<file path="src/rtl/kfwdt_pkg.sv">
package kfwdt_pkg;

    typedef enum logic [1:0] {
        SEL_CTRL   = 2'd0,
        SEL_RELOAD = 2'd1,
        SEL_FEED   = 2'd2,
        SEL_CLEAR  = 2'd3
    } kf_sel_e;

    typedef enum logic {
        MODE_RESET = 1'b0,
        MODE_IRQ   = 1'b1
    } kf_mode_e;

endpackage

</file>
<file path="src/rtl/kfwdt_regs.sv">
module kfwdt_regs
    import kfwdt_pkg::*;
#(
    parameter int          CNT_W  = 8,
    parameter int          DATA_W = 16,
    parameter logic [15:0] KEY    = 16'h55AA
) (
    input  logic              clk,
    input  logic              rst_n,
    input  logic              wr_en,
    input  logic [1:0]        wr_sel,
    input  logic [DATA_W-1:0] wr_data,
    output logic              run_o,
    output kf_mode_e          mode_o,
    output logic [CNT_W-1:0]  reload_o,
    output logic              load_o,
    output logic              clr_flag_o
);

    localparam logic [DATA_W-1:0] KEY_W = DATA_W'(KEY);

    typedef struct packed {
        logic             run;
        kf_mode_e         mode;
        logic [CNT_W-1:0] reload;
    } regs_t;

    regs_t s_d, s_q;
    logic  load_d, clr_d;

    always_comb begin
        s_d    = s_q;
        load_d = 1'b0;
        clr_d  = 1'b0;
        if (wr_en) begin
            case (kf_sel_e'(wr_sel))
                SEL_CTRL: begin
                    s_d.run  = wr_data[0];
                    s_d.mode = kf_mode_e'(wr_data[1]);
                    load_d   = wr_data[0] && !s_q.run;
                end
                SEL_RELOAD: s_d.reload = wr_data[CNT_W-1:0];
                SEL_FEED:   load_d = s_q.run && (wr_data == KEY_W);
                SEL_CLEAR:  clr_d  = wr_data[0];
                default: ;
            endcase
        end
    end

    always_ff @(posedge clk or negedge rst_n) begin
        if (!rst_n) begin
            s_q.run    <= 1'b0;
            s_q.mode   <= MODE_RESET;
            s_q.reload <= '1;
        end else begin
            s_q <= s_d;
        end
    end

    assign run_o      = s_q.run;
    assign mode_o     = s_q.mode;
    assign reload_o   = s_q.reload;
    assign load_o     = load_d;
    assign clr_flag_o = clr_d;

    // the timer only goes from stopped to running on a cycle that loaded the counter
    p_start_loads_r4: assert property (@(posedge clk) disable iff (!rst_n)
        (s_q.run && !$past(s_q.run)) |-> $past(load_d));

    // a stopped timer ignores feed writes
    p_no_feed_stopped_r10: assert property (@(posedge clk) disable iff (!rst_n)
        (!s_q.run && wr_en && (kf_sel_e'(wr_sel) == SEL_FEED)) |-> !load_o);

endmodule

</file>
<file path="src/rtl/kfwdt_prescale.sv">
module kfwdt_prescale #(
    parameter int PRE_DIV = 128
) (
    input  logic clk,
    input  logic rst_n,
    input  logic run_i,
    input  logic tick_i,
    input  logic clear_i,
    output logic strobe_o
);

    localparam int             PW   = (PRE_DIV > 1) ? $clog2(PRE_DIV) : 1;
    localparam logic [PW-1:0]  LAST = PW'(PRE_DIV - 1);

    typedef struct packed {
        logic [PW-1:0] pre;
    } pre_t;

    pre_t s_d, s_q;
    logic wrap;

    always_comb begin
        s_d  = s_q;
        wrap = run_i && tick_i && !clear_i && (s_q.pre == LAST);
        if (clear_i) begin
            s_d.pre = '0;
        end else if (run_i && tick_i) begin
            s_d.pre = (s_q.pre == LAST) ? '0 : s_q.pre + 1'b1;
        end
    end

    always_ff @(posedge clk or negedge rst_n) begin
        if (!rst_n) s_q.pre <= '0;
        else        s_q <= s_d;
    end

    assign strobe_o = wrap;

    p_pre_range_r2: assert property (@(posedge clk) disable iff (!rst_n)
        s_q.pre <= LAST);

    p_pre_clear_r5: assert property (@(posedge clk) disable iff (!rst_n)
        clear_i |=> (s_q.pre == '0));

    p_pre_hold_r2: assert property (@(posedge clk) disable iff (!rst_n)
        (!tick_i && !clear_i) |=> $stable(s_q.pre));

endmodule

</file>
<file path="src/rtl/kfwdt_counter.sv">
module kfwdt_counter
    import kfwdt_pkg::*;
#(
    parameter int CNT_W = 8
) (
    input  logic             clk,
    input  logic             rst_n,
    input  logic             load_i,
    input  logic             strobe_i,
    input  kf_mode_e         mode_i,
    input  logic [CNT_W-1:0] reload_i,
    input  logic             clr_flag_i,
    output logic [CNT_W-1:0] cnt_o,
    output logic             rst_req_o,
    output logic             irq_o
);

    typedef struct packed {
        logic [CNT_W-1:0] cnt;
        logic             rst_req;
        logic             irq;
    } cnt_t;

    cnt_t s_d, s_q;
    logic uf;

    always_comb begin
        s_d         = s_q;
        uf          = strobe_i && (s_q.cnt == '0);
        s_d.rst_req = uf && (mode_i == MODE_RESET);
        if (load_i) begin
            s_d.cnt = reload_i;
        end else if (strobe_i) begin
            s_d.cnt = uf ? reload_i : s_q.cnt - 1'b1;
        end
        if (uf && (mode_i == MODE_IRQ)) begin
            s_d.irq = 1'b1;
        end else if (clr_flag_i) begin
            s_d.irq = 1'b0;
        end
    end

    always_ff @(posedge clk or negedge rst_n) begin
        if (!rst_n) begin
            s_q.cnt     <= '0;
            s_q.rst_req <= 1'b0;
            s_q.irq     <= 1'b0;
        end else begin
            s_q <= s_d;
        end
    end

    assign cnt_o     = s_q.cnt;
    assign rst_req_o = s_q.rst_req;
    assign irq_o     = s_q.irq;

    p_dec_step_r2: assert property (@(posedge clk) disable iff (!rst_n)
        (strobe_i && !load_i && (cnt_o != '0)) |=> (cnt_o == CNT_W'($past(cnt_o) - 1'b1)));

    p_load_value_r4: assert property (@(posedge clk) disable iff (!rst_n)
        load_i |=> (cnt_o == $past(reload_i)));

    p_rst_cause_r7: assert property (@(posedge clk) disable iff (!rst_n)
        rst_req_o |-> ($past(strobe_i) && ($past(mode_i) == MODE_RESET)));

    p_irq_sticky_r8: assert property (@(posedge clk) disable iff (!rst_n)
        (irq_o && !clr_flag_i) |=> irq_o);

endmodule

</file>
<file path="src/rtl/kfwdt_top.sv">
module kfwdt_top
    import kfwdt_pkg::*;
#(
    parameter int          PRE_DIV = 128,
    parameter int          CNT_W   = 8,
    parameter logic [15:0] KEY     = 16'h55AA
) (
    input  logic             clk,
    input  logic             rst_n,
    input  logic             tick_en,
    input  logic             wr_en,
    input  logic [1:0]       wr_sel,
    input  logic [15:0]      wr_data,
    output logic             rst_req,
    output logic             irq_flag,
    output logic [CNT_W-1:0] cnt
);

    localparam int DATA_W = 16;

    logic             run;
    kf_mode_e         mode;
    logic [CNT_W-1:0] reload;
    logic             load;
    logic             clr_flag;
    logic             strobe;

    kfwdt_regs #(
        .CNT_W (CNT_W),
        .DATA_W(DATA_W),
        .KEY   (KEY)
    ) u_regs (
        .clk       (clk),
        .rst_n     (rst_n),
        .wr_en     (wr_en),
        .wr_sel    (wr_sel),
        .wr_data   (wr_data),
        .run_o     (run),
        .mode_o    (mode),
        .reload_o  (reload),
        .load_o    (load),
        .clr_flag_o(clr_flag)
    );

    kfwdt_prescale #(
        .PRE_DIV(PRE_DIV)
    ) u_pre (
        .clk     (clk),
        .rst_n   (rst_n),
        .run_i   (run),
        .tick_i  (tick_en),
        .clear_i (load),
        .strobe_o(strobe)
    );

    kfwdt_counter #(
        .CNT_W(CNT_W)
    ) u_cnt (
        .clk       (clk),
        .rst_n     (rst_n),
        .load_i    (load),
        .strobe_i  (strobe),
        .mode_i    (mode),
        .reload_i  (reload),
        .clr_flag_i(clr_flag),
        .cnt_o     (cnt),
        .rst_req_o (rst_req),
        .irq_o     (irq_flag)
    );

    p_idle_hold_r10: assert property (@(posedge clk) disable iff (!rst_n)
        (!run && !load) |=> $stable(cnt));

    p_stopped_quiet_r10: assert property (@(posedge clk) disable iff (!rst_n)
        !run |=> !rst_req);

    p_irq_no_reset_r8: assert property (@(posedge clk) disable iff (!rst_n)
        rst_req |-> ($past(mode) == MODE_RESET));

endmodule

</file>
<file path="config.mk">
export PLATFORM = sky130hd
export DESIGN_NAME = kfwdt_top
export DESIGN_NICKNAME = d
export VERILOG_FILES = /design/src/rtl/kfwdt_pkg.sv /design/src/rtl/kfwdt_regs.sv /design/src/rtl/kfwdt_prescale.sv /design/src/rtl/kfwdt_counter.sv /design/src/rtl/kfwdt_top.sv
export SDC_FILE = /design/constraint.sdc
export NUM_CORES = 1
export LEC_CHECK = 0
export BUFFER_PORTS_ARGS = -buffer_cell sky130_fd_sc_hd__buf_2
export CAP_MARGIN = 20
export CORE_MARGIN = 3
export CORE_UTILIZATION = 57
export DETAILED_ROUTE_END_ITERATION = 10
export HOLD_SLACK_MARGIN = 0.15
export PLACE_DENSITY = 0.87
export SYNTH_ARGS = -nofsm -noshare
export SYNTH_HDL_FRONTEND = slang
export SYNTH_SLANG_ARGS = --single-unit
</file>
<file path="constraint.sdc">
create_clock -name clk -period 4.5 [get_ports clk]
set_input_delay 0.9 -clock clk [delete_from_list [all_inputs] [get_ports clk]]
set_output_delay 0.9 -clock clk [all_outputs]
set_load 0.01 [all_outputs]
</file>
==> results of run 1 <==
flip-flops by register name, indices dropped and copies added, names as in the netlist:
name	count
u_cnt.irq_o	1
u_regs.reload_o	8
u_cnt.rst_req_o	1
u_regs.run_o	1
u_regs.mode_o	1
u_pre.s_q	7
u_cnt.cnt_o	8
Yosys cell counts (3+ instances only):
master and count:
nand3_1 6, mux2_2 10, nand2_1 13, o22a_1 3, mux2i_1 3, dfrtp_1 19, dfstp_2 8, nor4bb_1 3
inv_1 8, o21ai_0 8, or3_1 3, nor2_1 10, a21oi_1 7
worst max-delay path, stage by stage:
cell and delay (ps):
buf_2 100, nor4bb_1 320, nand3_1 130, o21ai_0 180, buf_4 190, o21ba_1 310, mux2_4 360, o22a_1 200
how the worst max path moves through the flow:
stage               startpoint  cells after the start                         end
floorplan           wr_data[6]                      7  u_cnt.cnt_o[7]$_DFFE_PN0P_
global placement    wr_data[2]                      8  u_cnt.cnt_o[5]$_DFFE_PN0P_
detailed placement  wr_data[2]                      8  u_cnt.cnt_o[7]$_DFFE_PN0P_
CTS                 wr_data[2]                      8  u_cnt.cnt_o[7]$_DFFE_PN0P_
global route        wr_data[2]                      8  u_cnt.cnt_o[7]$_DFFE_PN0P_
finish              wr_data[2]                      8  u_cnt.cnt_o[7]$_DFFE_PN0P_
final cells by class:
type | count | area, um^2 | area share [%]
clock buffers | 4 | 26.28 | 1.572
inverters | 8 | 30.03 | 1.796
multi-input cells | 101 | 732.0 | 43.79
flip-flops and latches | 27 | 685.7 | 41.02
well taps | 28 | 35.03 | 2.096
repair buffers | 32 | 162.7 | 9.731
stage by stage:
step                      power, mW  hold WS (ps)  setup WS (ps)  cells
final                        0.6916         436.1           2014    200
after global routing         0.7451         467.9           1882    200
after CTS                    0.6961         441.0           2020    200
after detailed placement     0.5962         422.4           1673    196
after global placement       0.5813         413.0           1705    196
after floorplan              0.5097         402.3           2165    139
power by group:
part           internal, mW  leakage (nW)  total, mW  switching, mW
Combinational         0.100         0.419      0.206          0.105
Sequential            0.311         0.326      0.385         0.0738
Clock                0.0347        0.0150      0.101         0.0660
metal layers:
metal  track usage, %  part of all wire [%]  vias to the layer above
li1                 -                     -                      571
met2            30.86                    47                       37
met4            5.629                   1.2                        0
met5                0                     0                        -
met3            3.448                   5.7                        4
met1            28.70                    46                      554
cells by family after synthesis:
group,Yosys count,share of synthesized area [%]
fa+ha+maj,2,1.703
compound gates,27,11.50
mux,15,11.75
buf+inv,11,3.492
simple gates,53,22.49
flops,27,46.68
xor+xnor,4,2.385
==> summary.txt, run 1 <==
Floorplanning
  – Core Box Area: 0.002318 mm^2
  – Die W: 56.77 um
  – Starting Density: 63.36%
  – Row count: 17
  – Die area: 0.003222 mm^2
  – Io pins: 32
  – Height of the die: 56.77 um

Synth
  – Synth Flop Type: dfrtp_1
  – Synth cell types: 41
  – Sequential area share after synthesis: 46.68%
  – Async set-or-reset flop fraction in the synthesized netlist: 100.0%
  – Ys Warns: 0
  – Synthesized area: 0.001469 mm^2
  – Synth top area share: 32.37%
  – EDFF count, synth: 0
  – Top cells by area, synth: dfrtp_1, dfstp_2, mux2_2
  – Cells after Synth: 139
  – Area leader, netlist: dfrtp_1
  – Seq cells post-synth: 27
  – Syn avg cell area: 10.57 um^2
  – Syn nets: 163

Timing
  – Slew at the pin closest to its max-slew limit: 866.6 ps
  – Worst slew margin: 42.01%
  – Final setup violating endpoints: 0
  – Setup TNS Final: 0 ps
  – Period utilisation layout: 55.24%
  – Worst clock skew: 3.709 ps
  – Final hold violations: 0
  – Fmax: 402.3 MHz
  – Slew Viols, Final: 0
  – Minimum clock period after layout: 2486 ps
  – Unrepaired setup endpoints after global routing: false

Detailed routing
  – DRT iter0 DRCs: 31
  – Number of remaining DRC errors: 0
  – Vias: 1166
  – Detailed Route WL: 2857 um
  – Drt first pass iters: 4
  – DR vias/cell: 5.830
  – Routed wire length per instance: 14.29 um
  – Final ANT Viol Nets: 0

GRT
  – Initial antenna violation count: 0
  – Global Route Usage Sum: 19.93%
  – Congestion Overflow GR: 0
  – First-pass GRT wire length: 5078 um
  – Vias in the first global route: 1123
  – Largest net degree at the start of global routing: 28

Setup path
  – Worst r2r src: u_regs.run_o$_DFFE_PN0P_
  – R2R cell count: 7
  – Crit-path max FO: 11
  – Crit path required time: 4720 ps
  – Crit start category: input pin
  – R2r setup slk: 2270 ps
  – Worst endpoint data arrival time: 2700 ps
  – Setup CP Type: in2reg
  – Critical R2R Capture: u_cnt.cnt_o[2]$_DFFE_PN0P_
  – Critical path capture point type: register

Finish
  – Final Instance Area: 0.001672 mm^2
  – Commonest cells after routing, fill and taps aside: buf_2, dfrtp_1, nand2_1
  – Final Util: 72.10%
  – Fillers: 175
  – Share of cells above drive strength 1: 36.63%
  – Synthesis-to-finish area growth: 13.80%
  – Commonest non-fill, non-tap cell in the layout: buf_2
  – # diodes: 0
  – Final net count: 197

Clock network
  – Worst-path clk slew: 130 ps
  – Clock Tree Buf Depth: 2
  – CTS buffer count: 3
  – CTS Sinks: 27
  – PostCTS Resize Cnt: 0
  – Clk root buf: clkbuf_4
  – H-tree depth: 1
  – Worst-Skew Late Latency: 320 ps
  – CTS tree: built
  – # Post-CTS Setup Buffers: 0
  – Hold-fix buffers, CTS: 0

Placement
  – RePlAce Congestion: 0.8526
  – Detailed placement HPWL: 2235 um
  – DP Area: 0.001645 mm^2
  – IO buf count: 31

Worst hold path
  – Hold Path End: u_cnt.rst_req_o$_DFF_PN0_
  – Hold wc startpoint: u_regs.mode_o$_DFFE_PN0P_
  – HP Class: reg2reg
  – Hold depth: 1

Job
  – Max_cap viols: 0

Power and ir drop
  – Power Density: 413.8 mW/mm^2
  – Leak: 0.7603 nW
  – Max IR drop VDD: 0.0003634 V

Run status
  – Status: finished clean
Power figures use the tool's default switching activity.
==> run 2: changes to the inputs <==
--- a/config.mk
+++ b/config.mk
@@ -8,10 +8,10 @@
 export BUFFER_PORTS_ARGS = -buffer_cell sky130_fd_sc_hd__buf_2
 export CAP_MARGIN = 20
 export CORE_MARGIN = 3
-export CORE_UTILIZATION = 57
+export CORE_UTILIZATION = 53
 export DETAILED_ROUTE_END_ITERATION = 10
 export HOLD_SLACK_MARGIN = 0.15
-export PLACE_DENSITY = 0.87
+export PLACE_DENSITY = 0.82
 export SYNTH_ARGS = -nofsm -noshare
 export SYNTH_HDL_FRONTEND = slang
 export SYNTH_SLANG_ARGS = --single-unit
==> constraint.sdc (replaced) <==
create_clock -name clk -period 2.4 [get_ports clk]
set_input_delay 0.48 -clock clk [delete_from_list [all_inputs] [get_ports clk]]
set_output_delay 0.48 -clock clk [all_outputs]
set_load 0.01 [all_outputs]
==> run 2 against run 1 <==
Net effect: clock power rose by 91%; largest power group unchanged; wire length rose by 1.2%; critical path type is now reg2reg; worst hold slack got worse by 290 ps.
==> summary.txt, run 2 (synthesis gave the netlist of run 1 again) <==
Run status
  – Status: finished clean

Power and ir drop
  – Logic pwr share: 29.2%
  – Max IR drop VDD: 0.0005487 V
  – Int Pwr: 0.8353 mW
  – Switching share of power: 35.71%
  – Proportion of power drawn by the clock network: 14.9%
  – Power Density: 776.0 mW/mm^2
  – Sequential power share: 55.9%
  – Sw power: 0.4639 mW
  – Total power after layout: 1.299 mW
  – Leak: 0.7603 nW

Finish
  – Commonest non-fill, non-tap cell in the layout: buf_2
  – Commonest cells after routing, fill and taps aside: buf_2, dfrtp_1, nand2_1
  – Layout Cells excl Fill: 202
  – Final Instance Area: 0.001674 mm^2
  – Synthesis-to-finish area growth: 13.97%
  – Share of cells above drive strength 1: 36.63%
  – Final net count: 197
  – # diodes: 0

Clock network
  – CTS tree: built
  – # Post-CTS Setup Buffers: 0
  – PostCTS Resize Cnt: 0
  – Worst-path clk slew: 140 ps
  – Hold-fix buffers, CTS: 0
  – Clk root buf: clkbuf_4
  – Worst-Skew Late Latency: 320 ps
  – CTS buffer count: 3
  – Clock Tree Buf Depth: 2
  – H-tree depth: 1
  – CTS Sinks: 27

Timing
  – Fmax: 462.6 MHz
  – Slew at the pin closest to its max-slew limit: 878.4 ps
  – Setup TNS Final: 0 ps
  – Worst slew margin: 41.22%
  – Slew Viols, Final: 0
  – Worst clock skew: 1.383 ps
  – Period utilisation layout: 90.07%
  – Final hold violations: 0
  – Unrepaired setup endpoints after global routing: false
  – Minimum clock period after layout: 2162 ps
  – Fin worst setup slack: 238.2 ps
  – Final setup violating endpoints: 0

Placement
  – Placed insts: 198
  – RePlAce Congestion: 0.8279
  – Setup WS pre-CTS: 105.1 ps
  – IO buf count: 31
  – DP Area: 0.001648 mm^2
  – Detailed placement HPWL: 2223 um

Floorplanning
  – Starting Density: 57.72%
  – Die W: 58.65 um
  – Height of the die: 58.65 um
  – Row count: 18
  – Io pins: 32
  – Core Box Area: 0.002545 mm^2
  – Die area: 0.003439 mm^2

GRT
  – Global Route Usage Sum: 18.14%
  – Largest net degree at the start of global routing: 28
  – First-pass GRT wire length: 4802 um
  – Congestion Overflow GR: 0
  – Initial antenna violation count: 0
  – Vias in the first global route: 1094

Detailed routing
  – Final ANT Viol Nets: 0
  – Vias: 1179
  – DR vias/cell: 5.837
  – Detailed Route WL: 2891 um
  – DRT iter0 DRCs: 36
  – Routed wire length per instance: 14.31 um
  – Drt first pass iters: 4
  – Number of remaining DRC errors: 0

Setup path
  – Crit start category: register
  – Largest delay contributor family on the critical path: compound AO/OA/AOI/OAI gates
  – Critical path capture point type: register
  – Crit-path max FO: 11
  – CP Cell Sequence: inv_1 -> ha_1 -> inv_1 -> nor4_4 -> nand3_2 -> o21ba_1 -> mux2_4 -> o22a_1
  – Setup CP Type: reg2reg
  – Crit path from: u_cnt.cnt_o[0]$_DFFE_PN0P_
  – Worst endpoint data arrival time: 2390 ps
  – Worst r2r src: u_cnt.cnt_o[0]$_DFFE_PN0P_
  – Critical Path Most Common Cell: inv_1
  – Crit path required time: 2620 ps
  – Slowest cell on crit path: dfrtp_1
  – R2r setup slk: 240 ps
  – Critical Path Max Stage Delay: 450 ps
  – CP Buf/Inv Count: 2

Worst hold path
  – HP Class: in2async

Job
  – Max_cap viols: 0
==> run 2: cell counts in the layout (fill, tap and decap cells not counted) <==
Identical to the previous run, type by type.
==> run 2: final timing paths <==
| kind | to | cells after the start |
|---|---|---|
| worst max-delay path | u_cnt.cnt_o[7]$_DFFE_PN0P_ | 8 |
| worst min-delay path | u_pre.s_q[3]$_DFFE_PN0P_ | 1 |
| worst max register to register | u_cnt.cnt_o[7]$_DFFE_PN0P_ | 8 |
| worst min register to register | u_cnt.rst_req_o$_DFF_PN0_ | 1 |
| max in group asynchronous | u_cnt.cnt_o[5]$_DFFE_PN0P_ | 1 |
| min in group clk | u_regs.reload_o[7]$_DFFE_PN1P_ | 2 |
==> run 2: layer usage <==
metal  wire (um)  GRT usage (%)  vias to the layer above
met3         132          2.193                        4
li1            -              -                      576
met5           0              0                        -
met1        1374          25.11                      569
met4          32          6.796                        0
met2        1352          29.35                       30
==> run 2: power by group through the flow <==
stage,Clock (mW),Combinational (mW),Sequential [mW]
2_1_floorplan,0,0.230,0.726
3_3_place_gp,0,0.371,0.722
3_5_place_dp,0,0.382,0.730
4_1_cts,0.202,0.384,0.723
5_1_grt,0.220,0.429,0.748
6_report,0.193,0.379,0.726
==> run 2: cell type report <==
type | instances | area, um^2
fill | 208 | 870.8
multi-input combinational | 101 | 732.0
sequential | 27 | 685.7
timing repair buffer | 32 | 162.7
tap | 30 | 37.54
inverter | 8 | 30.03
clock buffer | 4 | 26.28
==> run 2: per-stage QoR <==
step                      utilization [%]  hold slack, ps
after CTS                           65.78           153.6
after global placement              64.75           412.7
after floorplan                         -           184.4
after detailed placement            64.75           419.8
after global routing                65.78           163.2
final                               65.78           141.7
